==> config.mk <==
export PLATFORM = sky130hd
export DESIGN_NAME = cabuf_top
export DESIGN_NICKNAME = d
export VERILOG_FILES = /design/src/rtl/cabuf_pkg.sv /design/src/rtl/cabuf_cs_decode.sv /design/src/rtl/cabuf_parity.sv /design/src/rtl/cabuf_top.sv
export SDC_FILE = /design/constraint.sdc
export NUM_CORES = 1
export LEC_CHECK = 0
export BUFFER_PORTS_ARGS = -buffer_cell sky130_fd_sc_hd__buf_2
export CAP_MARGIN = 20
export CORE_MARGIN = 1.5
export CORE_UTILIZATION = 41
export CTS_CLUSTER_SIZE = 24
export DETAILED_ROUTE_END_ITERATION = 8
export HOLD_SLACK_MARGIN = 0.08
export PLACE_DENSITY = 0.85
export SYNTH_ARGS = -nofsm -noshare
export SYNTH_HDL_FRONTEND = slang
export SYNTH_HIERARCHICAL = 1
export SYNTH_SLANG_ARGS = --single-unit
==> constraint.sdc <==
create_clock -name clk -period 0.8 [get_ports clk]
set_input_delay 0.16 -clock clk [delete_from_list [all_inputs] [get_ports clk]]
set_output_delay 0.16 -clock clk [all_outputs]
set_load 0.01 [all_outputs]
==> src/rtl/cabuf_pkg.sv <==
package cabuf_pkg;

    // Class of the most recently captured input cycle
    typedef enum logic [1:0] {
        ST_RST  = 2'd0,
        ST_IDLE = 2'd1,
        ST_FWD  = 2'd2,
        ST_CTL  = 2'd3
    } cyc_st_e;

endpackage

==> src/rtl/cabuf_cs_decode.sv <==
module cabuf_cs_decode
    import cabuf_pkg::*;
#(
    parameter int NCS = 4
) (
    input  logic           clk,
    input  logic           rst_n,
    input  logic           dual_strap,
    input  logic [NCS-1:0] cs_n,
    output cyc_st_e        kind,
    output logic [NCS-1:0] fan_n
);

    localparam int HALF  = NCS / 2;
    localparam int CNT_W = $clog2(NCS + 1);

    logic [CNT_W-1:0] low_cnt;
    logic             ctl_pat;

    // Count the asserted chip selects among the ones the strap makes active
    always_comb begin
        low_cnt = '0;
        for (int i = 0; i < NCS; i++) begin
            if (!cs_n[i] && (!dual_strap || i < HALF)) begin
                low_cnt = low_cnt + 1'b1;
            end
        end
    end

    // Control word: the two lowest selects low together, and no others
    assign ctl_pat = !cs_n[0] && !cs_n[1] && (low_cnt == CNT_W'(2));

    always_comb begin
        if (low_cnt == CNT_W'(1)) begin
            kind = ST_FWD;
        end else if (ctl_pat) begin
            kind = ST_CTL;
        end else begin
            kind = ST_IDLE;
        end
    end

    // Output fan-out: pairs in dual mode, one-to-one in quad mode
    for (genvar g = 0; g < NCS; g++) begin : g_fan
        assign fan_n[g] = dual_strap ? cs_n[g % HALF] : cs_n[g];
    end

    // a forwarded cycle drives one select in quad mode, a pair in dual
    a_r5_r6_fan_count: assert property (@(posedge clk) disable iff (!rst_n)
        (kind == ST_FWD) |-> ($countones(~fan_n) == (dual_strap ? 2 : 1)));

    // a control-word decode never coincides with a single-select count
    a_r9_ctl_two_low: assert property (@(posedge clk) disable iff (!rst_n)
        (kind == ST_CTL) |-> ($countones(~cs_n[1:0]) == 2));

endmodule

==> src/rtl/cabuf_parity.sv <==
module cabuf_parity #(
    parameter int ADDR_W = 16,
    parameter int BANK_W = 3,
    parameter int CMD_W  = 3
) (
    input  logic [ADDR_W-1:0] addr,
    input  logic [BANK_W-1:0] bank,
    input  logic [CMD_W-1:0]  cmd_n,
    input  logic              par,
    output logic              odd
);

    localparam int TOT_W = ADDR_W + BANK_W + CMD_W + 1;

    logic [TOT_W-1:0] word;

    assign word = {addr, bank, cmd_n, par};

    // Even parity expected: an odd total of ones is an error
    assign odd = ^word;

endmodule

==> src/rtl/cabuf_top.sv <==
module cabuf_top
    import cabuf_pkg::*;
#(
    parameter int ADDR_W = 16,
    parameter int BANK_W = 3,
    parameter int CMD_W  = 3,
    parameter int CKE_W  = 2,
    parameter int NCS    = 4,
    parameter int NCOPY  = 2
) (
    input  logic              clk,
    input  logic              rst_n,
    input  logic              dual_strap,
    input  logic [NCS-1:0]    cs_n_in,
    input  logic [ADDR_W-1:0] addr_in,
    input  logic [BANK_W-1:0] bank_in,
    input  logic [CMD_W-1:0]  cmd_n_in,
    input  logic              par_in,
    input  logic [CKE_W-1:0]  cke_in,
    input  logic [CKE_W-1:0]  odt_in,
    output logic [ADDR_W-1:0] addr_a_out,
    output logic [BANK_W-1:0] bank_a_out,
    output logic [CMD_W-1:0]  cmd_n_a_out,
    output logic [ADDR_W-1:0] addr_b_out,
    output logic [BANK_W-1:0] bank_b_out,
    output logic [CMD_W-1:0]  cmd_n_b_out,
    output logic [NCS-1:0]    cs_n_out,
    output logic [CKE_W-1:0]  cke_out,
    output logic [CKE_W-1:0]  odt_out,
    output logic              err_n_out,
    output logic              ctl_wr_out
);

    localparam int CA_W = ADDR_W + BANK_W + CMD_W;
    localparam logic [CA_W-1:0] CA_RST = {{(ADDR_W + BANK_W){1'b0}}, {CMD_W{1'b1}}};

    cyc_st_e          kind;
    cyc_st_e          st_q;
    logic [NCS-1:0]   fan_n;
    logic             par_odd;
    logic [CA_W-1:0]  ca_in;
    logic [NCS-1:0]   cs_q;
    logic [CKE_W-1:0] cke_q;
    logic [CKE_W-1:0] odt_q;
    logic             err_n_q;
    logic             ctl_q;

    assign ca_in = {addr_in, bank_in, cmd_n_in};

    cabuf_cs_decode #(
        .NCS (NCS)
    ) u_dec (
        .clk        (clk),
        .rst_n      (rst_n),
        .dual_strap (dual_strap),
        .cs_n       (cs_n_in),
        .kind       (kind),
        .fan_n      (fan_n)
    );

    cabuf_parity #(
        .ADDR_W (ADDR_W),
        .BANK_W (BANK_W),
        .CMD_W  (CMD_W)
    ) u_par (
        .addr  (addr_in),
        .bank  (bank_in),
        .cmd_n (cmd_n_in),
        .par   (par_in),
        .odd   (par_odd)
    );

    // State register: class of the last captured cycle
    always_ff @(posedge clk or negedge rst_n) begin
        if (!rst_n) begin
            st_q <= ST_RST;
        end else begin
            st_q <= kind;
        end
    end

    // Output register process, driven by the current decode
    always_ff @(posedge clk or negedge rst_n) begin
        if (!rst_n) begin
            cs_q    <= '1;
            cke_q   <= '0;
            odt_q   <= '0;
            err_n_q <= 1'b1;
            ctl_q   <= 1'b0;
        end else begin
            cke_q <= cke_in;
            odt_q <= odt_in;
            unique case (kind)
                ST_FWD: begin
                    cs_q    <= fan_n;
                    err_n_q <= ~par_odd;
                    ctl_q   <= 1'b0;
                end
                ST_CTL: begin
                    cs_q    <= '1;
                    err_n_q <= 1'b1;
                    ctl_q   <= 1'b1;
                end
                default: begin
                    cs_q    <= '1;
                    err_n_q <= 1'b1;
                    ctl_q   <= 1'b0;
                end
            endcase
        end
    end

    // Command/address output copies, one register set per copy
    for (genvar c = 0; c < NCOPY; c++) begin : g_copy
        logic [CA_W-1:0] ca_r;
        always_ff @(posedge clk or negedge rst_n) begin
            if (!rst_n) begin
                ca_r <= CA_RST;
            end else if (kind == ST_FWD) begin
                ca_r <= ca_in;
            end
        end
    end

    assign {addr_a_out, bank_a_out, cmd_n_a_out} = g_copy[0].ca_r;
    assign {addr_b_out, bank_b_out, cmd_n_b_out} = g_copy[NCOPY-1].ca_r;
    assign cs_n_out   = cs_q;
    assign cke_out    = cke_q;
    assign odt_out    = odt_q;
    assign err_n_out  = err_n_q;
    assign ctl_wr_out = ctl_q;

    // without a forwarded command, every select output idles high next cycle
    a_r3_cs_idle: assert property (@(posedge clk) disable iff (!rst_n)
        (kind != ST_FWD) |=> (cs_n_out == '1));

    // without a forwarded command, the command/address copy holds
    a_r3_ca_hold: assert property (@(posedge clk) disable iff (!rst_n)
        (kind != ST_FWD) |=> ($stable(addr_a_out) && $stable(bank_a_out) && $stable(cmd_n_a_out)));

    // the two copies agree
    a_r2_copy_match: assert property (@(posedge clk) disable iff (!rst_n)
        (addr_a_out == addr_b_out) && (bank_a_out == bank_b_out) && (cmd_n_a_out == cmd_n_b_out));

    // an error flag only follows a forwarded cycle
    a_r7_err_after_fwd: assert property (@(posedge clk) disable iff (!rst_n)
        !err_n_out |-> (st_q == ST_FWD));

    // the control strobe never comes with an active select output
    a_r9_ctl_quiet: assert property (@(posedge clk) disable iff (!rst_n)
        ctl_wr_out |-> ((cs_n_out == '1) && (st_q == ST_CTL)));

    // the ungated lines follow their inputs with one cycle of latency
    a_r4_ungated: assert property (@(posedge clk) disable iff (!rst_n)
        (st_q != ST_RST) |-> ((cke_out == $past(cke_in)) && (odt_out == $past(odt_in))));

endmodule

==> impl_summary.log, run 1 <==
[metrics] post-synthesis adder-cell area fraction: 0.02073
[metrics] core region area: 4115 µm²
[metrics] diodes inserted: 0
[metrics] CTS H-Tree Depth: 2
[metrics] Placement Rows: 23
[metrics] dominant combinational cell family by area after synthesis: multiplexers
[metrics] global-route wire length before repair: 6.906 mm
[metrics] number of antenna violations at the first check in global routing: 0
[metrics] detail-routed via count per cell: ~4.6
[metrics] simple-gate share of the synthesized area: 0.05252
[metrics] most frequent cell on the critical path: sky130_fd_sc_hd__buf_12
[metrics] clock transition at the registers of the reported paths: roughly 0.060 ns
[metrics] Power Dens Cells: about 3200 nW/µm²
[metrics] number of nets with antenna violations after detailed routing: 0
[metrics] Synth Flop Type: sky130_fd_sc_hd__dfrtp_1
[metrics] number of endpoints with negative hold slack in the final report: 0
[metrics] Critical Path Start Type: primary input
[metrics] top fanout value on the critical path: 11
[metrics] crit path capture type: register
[metrics] final RePlAce weighted congestion: 0.7960
[metrics] largest vdd supply drop: a little over 0.001 V
[metrics] ratio of cells with drive above 1 in the final layout: 0.7265
[metrics] largest net degree at the start of global routing: 33
[metrics] Worst slew margin: 0.8277
[metrics] fraction of synthesis flops using an asynchronous set or reset pin: 1.000
[metrics] Yosys top cell by area: sky130_fd_sc_hd__dfrtp_1
[metrics] shortest clock period the worst path allows after layout: between 2 and 2.5 ns
[metrics] setup violation total in the final timing report: just over 80
[metrics] number of clock sinks seen by CTS: 32
[metrics] synthesized-area fraction occupied by ao, oa, aoi and oai cells: 0.02626
[metrics] Clock Root Buffer: sky130_fd_sc_hd__clkbuf_8
[metrics] status: finished with violations
[metrics] x dimension of the die: ~69 µm
[metrics] transition time at the pin with the least slew margin: approximately 0.25 ns
[metrics] Total Routed Length: around 4.4 mm
[metrics] Yosys warnings: 6
[metrics] area fraction of the dominant cell type after synthesis: 0.3317
[metrics] category of the most critical setup path: in2reg
[metrics] Synth Register Bits: 32
[metrics] number of clock buffers inserted by TritonCTS: 5
[metrics] violated checks: negative setup slack
[metrics] # IOs: 88
[metrics] xor-xnor portion of the synthesized cell area: 0.1285
[metrics] TritonCTS clock tree: yes
[metrics] vias: 1364
[metrics] Multi-input gate area: between 700 and 800 µm²
[metrics] number of I/O port buffers: slightly below 90
[metrics] layout overhead on the synthesized area: 51.90%
[metrics] crit path max-delay cell type: sky130_fd_sc_hd__or3_4
[metrics] number of inserted filler cells in the final layout: approximately 300
[metrics] cell types occupying the most area after synthesis: sky130_fd_sc_hd__dfrtp_1 (33%), sky130_fd_sc_hd__mux2_4 (13%), sky130_fd_sc_hd__dfstp_2 (12%)
[metrics] vias in the first global route: 1441
[metrics] Final Core Density: 0.6683
[metrics] Required @ worst endpoint: approximately 0.96 ns
[metrics] f_max: between 400 and 500 MHz
[metrics] Crit path arrival time: roughly 2.3 ns
[metrics] WL per Instance: between 10 and 15 µm
[metrics] setup repair after global routing missed its margin: yes
[metrics] post-synthesis instance total: roughly 140
[metrics] cell area after synthesis: about 1800 µm²
[metrics] delay of the slowest critical-path stage: approximately 0.34 ns
[metrics] crit-path cells: buf_12 -> inv_12 -> ha_4 -> xor2_1 -> ha_1 -> or3_4 -> o211ai_2 -> o21ai_2 -> mux2i_2 -> nand2b_4 -> buf_12 -> mux2_4
[metrics] Pre-antenna DRT Iters: 4
[metrics] Clk Latency, worst-skew pair: around 0.27 ns
[metrics] final worst slack: -1.324 ns
[metrics] total overflow reported by the global router: 0
[metrics] initial core utilization: 0.4400
[metrics] Die Height: 69.45 µm
[metrics] Total Die Area: around 4800 µm²
[metrics] count of maximum capacitance violations: 0
[metrics] final-layout worst hold slack: around 0.14 ns
[metrics] final setup skew: 0 ns
[metrics] Post-Synthesis Net Count: 173
[metrics] leakage power: ~1.4 nW
[metrics] clock tree buffer depth: 2
[metrics] first-iteration detailed-routing DRC count: ~110
[metrics] type of the worst min-delay path: in2reg
[metrics] number of pins exceeding their max-slew limit in the final report: 0
[metrics] part of the Yosys area used for sequential elements: 0.4478
[metrics] Total Nets Final: 281
[metrics] Residual DRC: 0
[metrics] number of enable-type register cells in the synthesized netlist: 0
[metrics] most common library cells after synthesis: sky130_fd_sc_hd__buf_4 (24), sky130_fd_sc_hd__dfrtp_1 (24), sky130_fd_sc_hd__xnor2_1 (19)
[metrics] half-perimeter wire length after placement: around 2.9 mm
[metrics] multiplexer area fraction after synthesis: 0.1880
[metrics] synth unique cells: 27
[metrics] global-route usage over all layers: 0.1824
[metrics] Storage cell area: a little over 800 µm²
[metrics] mean post-synth cell area: 13.31 µm²
[metrics] period utilisation layout: 2.656
per-stage QoR:
| step | TNS [ns] | total power [mW] | cells | area [µm²] | setup slack, ns |
|---|---|---|---|---|---|
| finish | -45.63 | 8.710 | 295 | 2750 | -1.324 |
| detailed placement | -46.08 | 6.263 | 267 | 2316 | -1.703 |
| global route | -49.07 | 9.165 | 295 | 2750 | -1.384 |
| CTS | -46.19 | 8.379 | 292 | 2685 | -1.331 |
| global placement | -44.29 | 6.136 | 267 | 2316 | -1.631 |
| floorplan | -39.15 | 5.497 | 136 | 1858 | -1.487 |
worst max-delay path, delay by kind of cell:
family	cells	cell delay, ns
mux	2	0.54
simple gates	2	0.48
compound gates	2	0.16
xor+xnor	1	0.15
fa+ha+maj	2	0.49
buf+inv	3	0.29
kinds of logic after synthesis:
logic type | Yosys count
flip-flops | 32
buffers and inverters | 31
XOR/XNOR | 25
multiplexers | 25
AND/OR/NAND/NOR | 14
AO/OA/AOI/OAI | 6
adder cells (fa/ha/maj) | 3
worst paths after layout:
path | end | depth (start not counted) | startpoint | slack [ns]
max | g_copy[1].ca_r[8] | 12 | cs_n_in[0] | -1.32
max reg2reg | g_copy[1].ca_r[12] | 2 | g_copy[1].ca_r[12] | -0.13
min | g_copy[1].ca_r[21] | 2 | addr_in[15] | 0.14
min reg2reg | g_copy[1].ca_r[4] | 1 | g_copy[1].ca_r[4] | 0.55
min in group asynchronous | g_copy[1].ca_r[8] | 3 | rst_n | 0.37
max in group asynchronous | cs_n_out[0] | 3 | rst_n | 0.18
layout make-up:
type	instances	share of cell area
Clock buffer	8	0.03640
Inverter	2	0.007279
Multi-Input combinational cell	73	0.2889
Sequential cell	32	0.2948
Tap cell	50	0.02275
Timing Repair Buffer	130	0.3499
where the power goes:
| group | total [mW] | internal, mW | switching [mW] |
|---|---|---|---|
| combinational | 4.53 | 2.77 | 1.77 |
| clock | 1.35 | 0.785 | 0.568 |
| sequential | 2.82 | 2.30 | 0.520 |
layout by cell type (no fill, tap or decap), types with 2 or more instances in the layout:
| master | n |
|---|---|
| sky130_fd_sc_hd__nand3b_1 | 2 |
| sky130_fd_sc_hd__buf_4 | 34 |
| sky130_fd_sc_hd__dlygate4sd3_1 | 5 |
| sky130_fd_sc_hd__dfrtp_1 | 24 |
| sky130_fd_sc_hd__buf_2 | 67 |
| sky130_fd_sc_hd__or2_4 | 4 |
| sky130_fd_sc_hd__xor2_1 | 5 |
| sky130_fd_sc_hd__mux2_2 | 8 |
| sky130_fd_sc_hd__nand2b_1 | 2 |
| sky130_fd_sc_hd__buf_6 | 19 |
| sky130_fd_sc_hd__dfstp_2 | 8 |
| sky130_fd_sc_hd__clkbuf_8 | 7 |
| sky130_fd_sc_hd__xnor2_1 | 19 |
| sky130_fd_sc_hd__mux2_4 | 16 |
| sky130_fd_sc_hd__buf_12 | 4 |
| sky130_fd_sc_hd__nor2_1 | 2 |
timing repair:
action	in CTS	in global routing
resized for setup	23	8
endpoints found under the hold margin	36	0
endpoints found under the setup margin	82	82
hold buffers	5	0
gates cloned	1	0
setup buffers	11	3
flip-flops by register name (all words and copies together), names as in the netlist:
| signal | cells |
|---|---|
| g_copy.ca_r | 22 |
| odt_out | 2 |
| cke_out | 2 |
| cs_n_out | 4 |
| ctl_wr_out | 1 |
| err_n_out | 1 |
metal layers:
layer | vias up | GRT usage | part of all wire
met5 | - | 0 | 0
met4 | 0 | 0.07843 | 0.012
met3 | 5 | 0.04506 | 0.055
met2 | 53 | 0.3451 | 0.57
met1 | 666 | 0.1883 | 0.36
li1 | 640 | - | -
No activity file was read; power rests on OpenSTA's default activity.
==> run 2: changes to the inputs <==
SKIP_CTS_REPAIR_TIMING = 1   (was unset)
==> run 2 against run 1 <==
Net effect: the run still ends with negative setup slack left; sequential power fell by 1%; die area unchanged; cell area shrank 1.3%; count of clock-buffer cells in the layout is the same; clock power barely moved; clock skew is the same; fmax increased by 0.87%; routed wire length shrank 5.3%.
==> impl_summary.log, run 2 (synthesis results as in run 1) <==
[metrics] DP Worst Slack: -1.703 ns (unchanged)
[metrics] final-layout worst hold slack: 0.1388 ns (-0.005621 ns)
[metrics] crit path capture type: register
[metrics] number of pins exceeding their max-slew limit in the final report: 0 (unchanged)
[metrics] Clk Latency, worst-skew pair: 0.28 ns (about the same)
[metrics] f_max: 474.8 MHz (+0.87%)
[metrics] post-route cell area: 2715 µm² (-1.3%)
[metrics] count of maximum capacitance violations: 0 (unchanged)
[metrics] register with the highest flop count: g_copy.ca_r
[metrics] delay of the slowest critical-path stage: 0.34 ns (about the same)
[metrics] combinational cell fraction of total power: 0.511 (-0.010)
[metrics] CTS H-Tree Depth: 2 (unchanged)
[metrics] worst reg-to-reg setup slack: -0.11 ns (+0.02 ns)
[metrics] violated checks: negative setup slack
[metrics] P_int: 5.703 mW (-2.6%)
[metrics] most frequent cell on the critical path: sky130_fd_sc_hd__buf_12
[metrics] number of inserted filler cells in the final layout: 290 (-2.4%)
[metrics] met1 usage: 0.1690 (-0.01932)
[metrics] max reg flops: 22 (unchanged)
[metrics] Power, Total: 8.462 mW (-2.9%)
[metrics] total overflow reported by the global router: 0 (unchanged)
[metrics] initial core utilization: 0.4400 (unchanged)
[metrics] category of the most critical setup path: in2reg
[metrics] crit-path cells: buf_12 -> inv_12 -> ha_4 -> xor2_1 -> ha_1 -> or3_4 -> o211ai_2 -> o21ai_2 -> mux2i_2 -> nand2b_4 -> buf_12 -> mux2_4
[metrics] crit path max-delay cell type: sky130_fd_sc_hd__or3_4
[metrics] status: finished with violations
[metrics] number of antenna violations at the first check in global routing: 0 (unchanged)
[metrics] number of I/O port buffers: 87 (unchanged)
[metrics] setup violation total in the final timing report: 82 (unchanged)
[metrics] period utilisation layout: 2.633 (-0.02286)
[metrics] busiest layer in global routing: met2
[metrics] Crit path arrival time: 2.27 ns (about the same)
[metrics] final setup skew: 0 ns (unchanged)
[metrics] top fanout value on the critical path: 11 (unchanged)
[metrics] final RePlAce weighted congestion: 0.7960 (unchanged)
[metrics] setup repair after global routing missed its margin: yes
[metrics] transition time at the pin with the least slew margin: 0.2572 ns (+0.003723 ns)
[metrics] core region area: 4115 µm² (unchanged)
[metrics] Total Routed Length: 4.181 mm (-5.3%)
[metrics] Total Nets Final: 280 (-0.36%)
[metrics] Total Die Area: 4823 µm² (unchanged)
[metrics] vias: 1380 (+1.2%)
[metrics] Residual DRC: 0 (unchanged)
[metrics] type of the worst min-delay path: in2reg
[metrics] Clock Root Buffer: sky130_fd_sc_hd__clkbuf_8
[metrics] diodes inserted: 0 (unchanged)
[metrics] TritonCTS clock tree: yes
[metrics] WP buf/inv: 3 (unchanged)
[metrics] vias in the first global route: 1278 (-11%)
[metrics] global-route usage over all layers: 0.1557 (-0.02671)
[metrics] WL per Instance: 14.22 µm (-4.9%)
[metrics] switching pwr: 2.758 mW (-3.4%)
[metrics] Worst slew margin: 0.8251 (-0.002531)
[metrics] number of clock sinks seen by CTS: 32 (unchanged)
[metrics] power share of the sequential group: 0.328 (+0.004)
[metrics] first-iteration detailed-routing DRC count: 112 (+2.8%)
[metrics] layout overhead on the synthesized area: 49.97%
[metrics] largest vdd supply drop: 0.0009496 V (-6.6%)
[metrics] cell type group with the largest total delay on the critical path: multiplexers
[metrics] GR Layer Usage met2: 0.2682 (-0.07692)
[metrics] Pre-antenna DRT Iters: 4 (unchanged)
[metrics] Required @ worst endpoint: 0.96 ns (about the same)
[metrics] ratio of cells with drive above 1 in the final layout: 0.7254 (-0.001121)
[metrics] x dimension of the die: 69.45 µm (unchanged)
[metrics] Critical Path Start Type: primary input
[metrics] Placement Rows: 23 (unchanged)
[metrics] detail-routed via count per cell: 4.694 (+1.5%)
[metrics] number of clock buffers inserted by TritonCTS: 5 (unchanged)
[metrics] clock transition at the registers of the reported paths: 0.07 ns (about the same)
[metrics] shortest clock period the worst path allows after layout: 2.106 ns (-0.01829 ns)
[metrics] routing usage on met3: 0.05959 (+0.01453)
[metrics] number of endpoints with negative hold slack in the final report: 0 (unchanged)
[metrics] Power Dens Cells: 3117 nW/µm² (-1.6%)
[metrics] final worst slack: -1.306 ns (+0.01829 ns)
[metrics] global-route wire length before repair: 5.906 mm (-14%)
[metrics] clock tree buffer depth: 2 (unchanged)
[metrics] switching part of the total power: 0.3260 (-0.001918)
[metrics] leakage power: 1.385 nW (-0.91%)
[metrics] half-perimeter wire length after placement: 2.858 mm (unchanged)
[metrics] Area after DPL: 2316 µm² (unchanged)
[metrics] # IOs: 88 (unchanged)
[metrics] proportion of power drawn by the clock network: 0.161 (+0.006)
[metrics] largest net degree at the start of global routing: 33 (unchanged)
[metrics] most common cell after layout, fill and taps aside: sky130_fd_sc_hd__buf_2
[metrics] commonest non-fill, non-tap cells in the layout: sky130_fd_sc_hd__buf_2 (71), sky130_fd_sc_hd__buf_4 (33), sky130_fd_sc_hd__dfrtp_1 (24)
[metrics] number of nets with antenna violations after detailed routing: 0 (unchanged)
[metrics] Die Height: 69.45 µm (unchanged)
-- run 2: cell types whose count changed in the layout (fill, tap and decap cells not counted) --
cell	previous run	this run
sky130_fd_sc_hd__buf_2	67	71
sky130_fd_sc_hd__buf_16	1	0
sky130_fd_sc_hd__buf_4	34	33
sky130_fd_sc_hd__buf_6	19	15
sky130_fd_sc_hd__clkbuf_16	0	1
-- run 2: metal layers --
layer	up-vias	wire length, µm
li1	637	-
met1	675	1553
met2	58	2245
met3	10	288
met4	0	93
met5	-	0
-- run 2: power groups by stage --
stage                     logic [mW]  clock network [mW]  registers [mW]
final                           4.32                1.36            2.78
after global routing            4.59                1.49            2.84
after CTS                       3.52                1.40            2.73
after detailed placement        3.52                   0            2.75
after global placement          3.43                   0            2.71
after floorplan                 2.46                   0            3.03
-- run 2: metrics by stage --
step	instances	setup TNS (ns)	util
2_1_floorplan	136	-39.15	-
3_3_place_gp	267	-44.29	0.5628
3_5_place_dp	267	-46.08	0.5628
4_1_cts	275	-48.75	0.5871
5_1_grt	294	-48.55	0.6598
6_report	294	-45.18	0.6598
-- run 2: layout make-up --
class | instances | area, µm² | area share
timing repair buffer | 129 | 927.1 | 0.3415
sequential | 32 | 810.8 | 0.2986
multi-input combinational | 73 | 794.5 | 0.2926
clock buffer | 8 | 100.1 | 0.03687
tap | 50 | 62.56 | 0.02304
inverter | 2 | 20.02 | 0.007373
-- run 2: worst register-to-register path, stage by stage, from the launching register on --
cell and delay (ns):
sky130_fd_sc_hd__dfrtp_1 0.41, sky130_fd_sc_hd__buf_4 0.14, sky130_fd_sc_hd__mux2_4 0.25
-- run 2: path summary, 6_finish.rpt --
| check | startpoint | endpoint | cells past startpoint |
|---|---|---|---|
| worst min register to register | g_copy[1].ca_r[19] | g_copy[1].ca_r[19] | 1 |
| worst max register to register | g_copy[1].ca_r[10] | g_copy[1].ca_r[10] | 2 |
| min in group asynchronous | rst_n | g_copy[1].ca_r[6] | 3 |
| max in group asynchronous | rst_n | cs_n_out[2] | 3 |
| worst max-delay path | cs_n_in[0] | g_copy[1].ca_r[8] | 12 |
| worst min-delay path | addr_in[6] | g_copy[1].ca_r[12] | 2 |
==> run 3: changes to the inputs <==
ABC_AREA = 1   (was unset)
CORE_UTILIZATION = 43   (was 41)
PLACE_DENSITY = 0.86   (was 0.85)
==> run 3 against run 2 <==
Net effect: cell count grew 60%; largest power group unchanged; combinational power shrank 12%; sequential cell count is the same; global-route usage grew 1.8 points; the flow still finishes with violations (negative setup slack); non-clock buffer count shrank 8; clock skew is the same; sequential power shrank 2%; die area grew 10%; cell area grew 11%.
==> impl_summary.log, run 3 <==
[metrics] status: finished with violations
[metrics] violated checks: negative setup slack
[metrics] Residual DRC: 0 (unchanged)
[metrics] register with the highest flop count: g_copy.ca_r
[metrics] Critical Path Start Type: primary input
[metrics] clock tree buffer depth: 2 (unchanged)
[metrics] Placement Rows: 25 (+8.7%)
[metrics] # IOs: 88 (unchanged)
[metrics] Total Nets Final: 440 (+57%)
[metrics] count of maximum capacitance violations: 0 (unchanged)
[metrics] area fraction of the dominant cell type after synthesis: 0.2864 (-0.04532)
[metrics] half-perimeter wire length after placement: 3.620 mm (+27%)
[metrics] setup repair after global routing missed its margin: yes
[metrics] number of I/O port buffers: 87 (unchanged)
[metrics] top fanout value on the critical path: 5 (-6)
[metrics] final worst slack: -0.8882 ns (+0.4179 ns)
[metrics] Final Core Density: 0.6360 (-0.02375)
[metrics] Required @ worst endpoint: 0.97 ns (about the same)
[metrics] cell area after synthesis: 2097 µm² (+16%)
[metrics] leakage power: 1.791 nW (+29%)
[metrics] category of the most critical setup path: in2reg
[metrics] proportion of power drawn by the clock network: 0.160 (about the same)
[metrics] final sum of negative setup slack: -34.29 ns (+10.89 ns)
[metrics] Crit path arrival time: 1.86 ns (-0.41 ns)
[metrics] worst reg-to-reg setup slack: 0.05 ns (+0.16 ns)
[metrics] Synth Register Bits: 32 (unchanged)
[metrics] number of clock sinks seen by CTS: 32 (unchanged)
[metrics] post-synthesis instance total: 305 (+120%)
[metrics] largest vdd supply drop: 0.0009399 V (-1.0%)
[metrics] x dimension of the die: 72.84 µm (+4.9%)
[metrics] global-route usage over all layers: 0.1740 (+0.01831)
[metrics] WP buf/inv: 4 (+1)
[metrics] part of the Yosys area used for sequential elements: 0.3866 (-0.06119)
[metrics] hold path startpoint: cs_n_in[0]
[metrics] global-route wire length before repair: 7.314 mm (+24%)
[metrics] Total Die Area: 5305 µm² (+10%)
[metrics] number of pins exceeding their max-slew limit in the final report: 0 (unchanged)
[metrics] TritonCTS clock tree: yes
[metrics] f_max: 592.3 MHz (+25%)
[metrics] number of clock buffers inserted by TritonCTS: 5 (unchanged)
[metrics] largest net degree at the start of global routing: 24 (-27%)
[metrics] power share of the sequential group: 0.351 (+0.023)
[metrics] Clock Root Buffer: sky130_fd_sc_hd__clkbuf_8
[metrics] clock transition at the registers of the reported paths: 0.06 ns (about the same)
[metrics] transition time at the pin with the least slew margin: 0.3265 ns (+0.06929 ns)
[metrics] initial core utilization: 0.4440 (+0.004022)
[metrics] most frequent cell on the critical path: sky130_fd_sc_hd__nand2_2
[metrics] cell depth of the worst flop-to-flop path: 2 (unchanged)
[metrics] post-route cell area: 3004 µm² (+11%)
[metrics] Pre-antenna DRT Iters: 4 (unchanged)
[metrics] Worst Hold Endpoint: cs_n_out[0]
[metrics] cell type group with the largest total delay on the critical path: simple AND/OR/NAND/NOR gates
[metrics] commonest non-fill, non-tap cells in the layout: sky130_fd_sc_hd__nand2_1 (140), sky130_fd_sc_hd__buf_2 (74), sky130_fd_sc_hd__nand3_1 (31)
[metrics] Synth Flop Type: sky130_fd_sc_hd__dfrtp_1
[metrics] number of nets with antenna violations after detailed routing: 0 (unchanged)
[metrics] most common library cells after synthesis: sky130_fd_sc_hd__nand2_1 (150), sky130_fd_sc_hd__inv_1 (33), sky130_fd_sc_hd__nand3_1 (31)
[metrics] Power Dens Cells: 2583 nW/µm² (-17%)
[metrics] max reg flops: 22 (unchanged)
[metrics] Reg2Reg Capture Point: g_copy[1].ca_r[1]
[metrics] first-iteration detailed-routing DRC count: 86 (-23%)
[metrics] crit-path cells: buf_8 -> inv_6 -> ha_4 -> inv_2 -> nand2_2 -> nand2_2 -> ha_4 -> or2_0 -> nand2_2 -> nand3_4 -> nand2_4 -> nand2_8 -> clkbuf_16 -> nand2_2 -> nand2_1
[metrics] switching pwr: 2.952 mW (+7.0%)
[metrics] core region area: 4723 µm² (+15%)
[metrics] number of antenna violations at the first check in global routing: 0 (unchanged)
[metrics] startpoint of the lowest-slack register-to-register path: g_copy[1].ca_r[1]
[metrics] library cell with the highest instance count after synthesis: sky130_fd_sc_hd__nand2_1
[metrics] vias in the first global route: 1816 (+42%)
[metrics] P_int: 4.808 mW (-16%)
[metrics] Yosys top cell by area: sky130_fd_sc_hd__dfrtp_1
[metrics] Total Routed Length: 4.868 mm (+16%)
[metrics] mean post-synth cell area: 6.875 µm² (-48%)
[metrics] number of endpoints with negative hold slack in the final report: 0 (unchanged)
[metrics] Area after DPL: 2621 µm² (+13%)
[metrics] total overflow reported by the global router: 0 (unchanged)
[metrics] setup violation total in the final timing report: 82 (unchanged)
[metrics] Power, Total: 7.760 mW (-8.3%)
[metrics] crit path max-delay cell type: sky130_fd_sc_hd__ha_4
[metrics] vias: 2082 (+51%)
[metrics] number of enable-type register cells in the synthesized netlist: 0 (unchanged)
[metrics] period utilisation layout: 2.110 (-0.5224)
[metrics] diodes inserted: 0 (unchanged)
[metrics] crit path capture type: register
[metrics] Post-Synthesis Net Count: 342 (+98%)
[metrics] final setup skew: 0 ns (unchanged)
[metrics] layout overhead on the synthesized area: 43.26%
[metrics] delay of the slowest critical-path stage: 0.27 ns (-0.07 ns)
[metrics] final RePlAce weighted congestion: 0.7773 (-2.3%)
[metrics] Worst slew margin: 0.7823 (-0.04280)
[metrics] synth unique cells: 19 (-30%)
[metrics] Die Height: 72.84 µm (+4.9%)
[metrics] Clk Latency, worst-skew pair: 0.28 ns (about the same)
[metrics] cell types occupying the most area after synthesis: sky130_fd_sc_hd__dfrtp_1 (29%), sky130_fd_sc_hd__nand2_1 (27%), sky130_fd_sc_hd__dfstp_2 (10%)
[metrics] ratio of cells with drive above 1 in the final layout: 0.3886 (-0.3368)
[metrics] CTS H-Tree Depth: 2 (unchanged)
[metrics] Yosys warnings: 6 (unchanged)
[metrics] switching part of the total power: 0.3804 (+0.05443)
[metrics] shortest clock period the worst path allows after layout: 1.688 ns (-0.4179 ns)
[metrics] fraction of synthesis flops using an asynchronous set or reset pin: 1.000 (unchanged)
[metrics] detail-routed via count per cell: 4.420 (-5.8%)
[metrics] combinational cell fraction of total power: 0.489 (-0.022)
[metrics] Worst Hold Depth: 3 (+1)
[metrics] type of the worst min-delay path: in2reg
[metrics] WL per Instance: 10.34 µm (-27%)
[metrics] most common cell after layout, fill and taps aside: sky130_fd_sc_hd__nand2_1
run 3: changes by cell type in the layout (fill, tap and decap cells not counted), sizes merged, moves of 8 or more:
cell	before	now
nand3	0	32
xnor2	19	5
buf	123	115
inv	2	34
mux2	24	0
nand2	0	156
run 3: final cells by class:
type | instances | area (µm²)
clock buffer | 6 | 82.58
multi-input combinational | 209 | 1005
inverter | 34 | 147.6
clock inverter | 2 | 10.01
fill | 399 | 1719
timing repair buffer | 121 | 864.6
sequential | 32 | 810.8
tap | 67 | 83.83
run 3: routing by layer:
layer,up-vias,share of wire,track usage
met5,-,0,0
met4,0,0.015,0.06709
met3,5,0.043,0.03177
met2,64,0.53,0.3150
met1,922,0.41,0.2026
li1,1091,-,-
run 3: how the worst max path moves through the flow:
stage	to	startpoint	slack [ns]	cells after the start
after floorplan	g_copy[1].ca_r[10]	cs_n_in[0]	-0.92	14
after CTS	g_copy[1].ca_r[16]	cs_n_in[0]	-0.93	15
after global placement	g_copy[1].ca_r[9]	cs_n_in[0]	-1.16	15
after global routing	g_copy[1].ca_r[21]	cs_n_in[1]	-0.95	15
after detailed placement	g_copy[1].ca_r[19]	cs_n_in[0]	-1.22	15
final	g_copy[1].ca_r[21]	cs_n_in[1]	-0.89	15
run 3: cell families (layout without fill, tap and decap cells):
kind of cell	count (synthesis)	in the layout	synth area share
AO/OA/AOI/OAI	2	2	0.004773
adder cells (fa/ha/maj)	3	3	0.01790
XOR/XNOR	8	8	0.03341
flip-flops	32	32	0.3866
AND/OR/NAND/NOR	196	196	0.3843
buffers and inverters	64	163	0.1730
run 3: per-stage QoR:
stage                     setup WS, ns  hold WS (ns)  std cells
final                          -0.8882       0.07957        471
after global routing           -0.9534       0.08850        471
after CTS                      -0.9283       -0.2261        456
after detailed placement        -1.223       0.07100        448
after global placement          -1.157       0.06332        448
after floorplan                -0.9169       -0.1356        305
run 3: worst register-to-register path, cell delays in order (launching register included):
cell and delay [ns]:
sky130_fd_sc_hd__dfstp_2 0.58, sky130_fd_sc_hd__nand2_1 0.06, sky130_fd_sc_hd__nand2_1 0.06
run 3: power groups by stage:
stage                     combinational, mW  sequential (mW)  clock [mW]
after floorplan                        2.10             2.97           0
after global placement                 3.06             2.66           0
after detailed placement               3.15             2.69           0
after CTS                              3.16             2.66        1.26
after global routing                   4.17             2.80        1.35
final                                  3.79             2.72        1.24
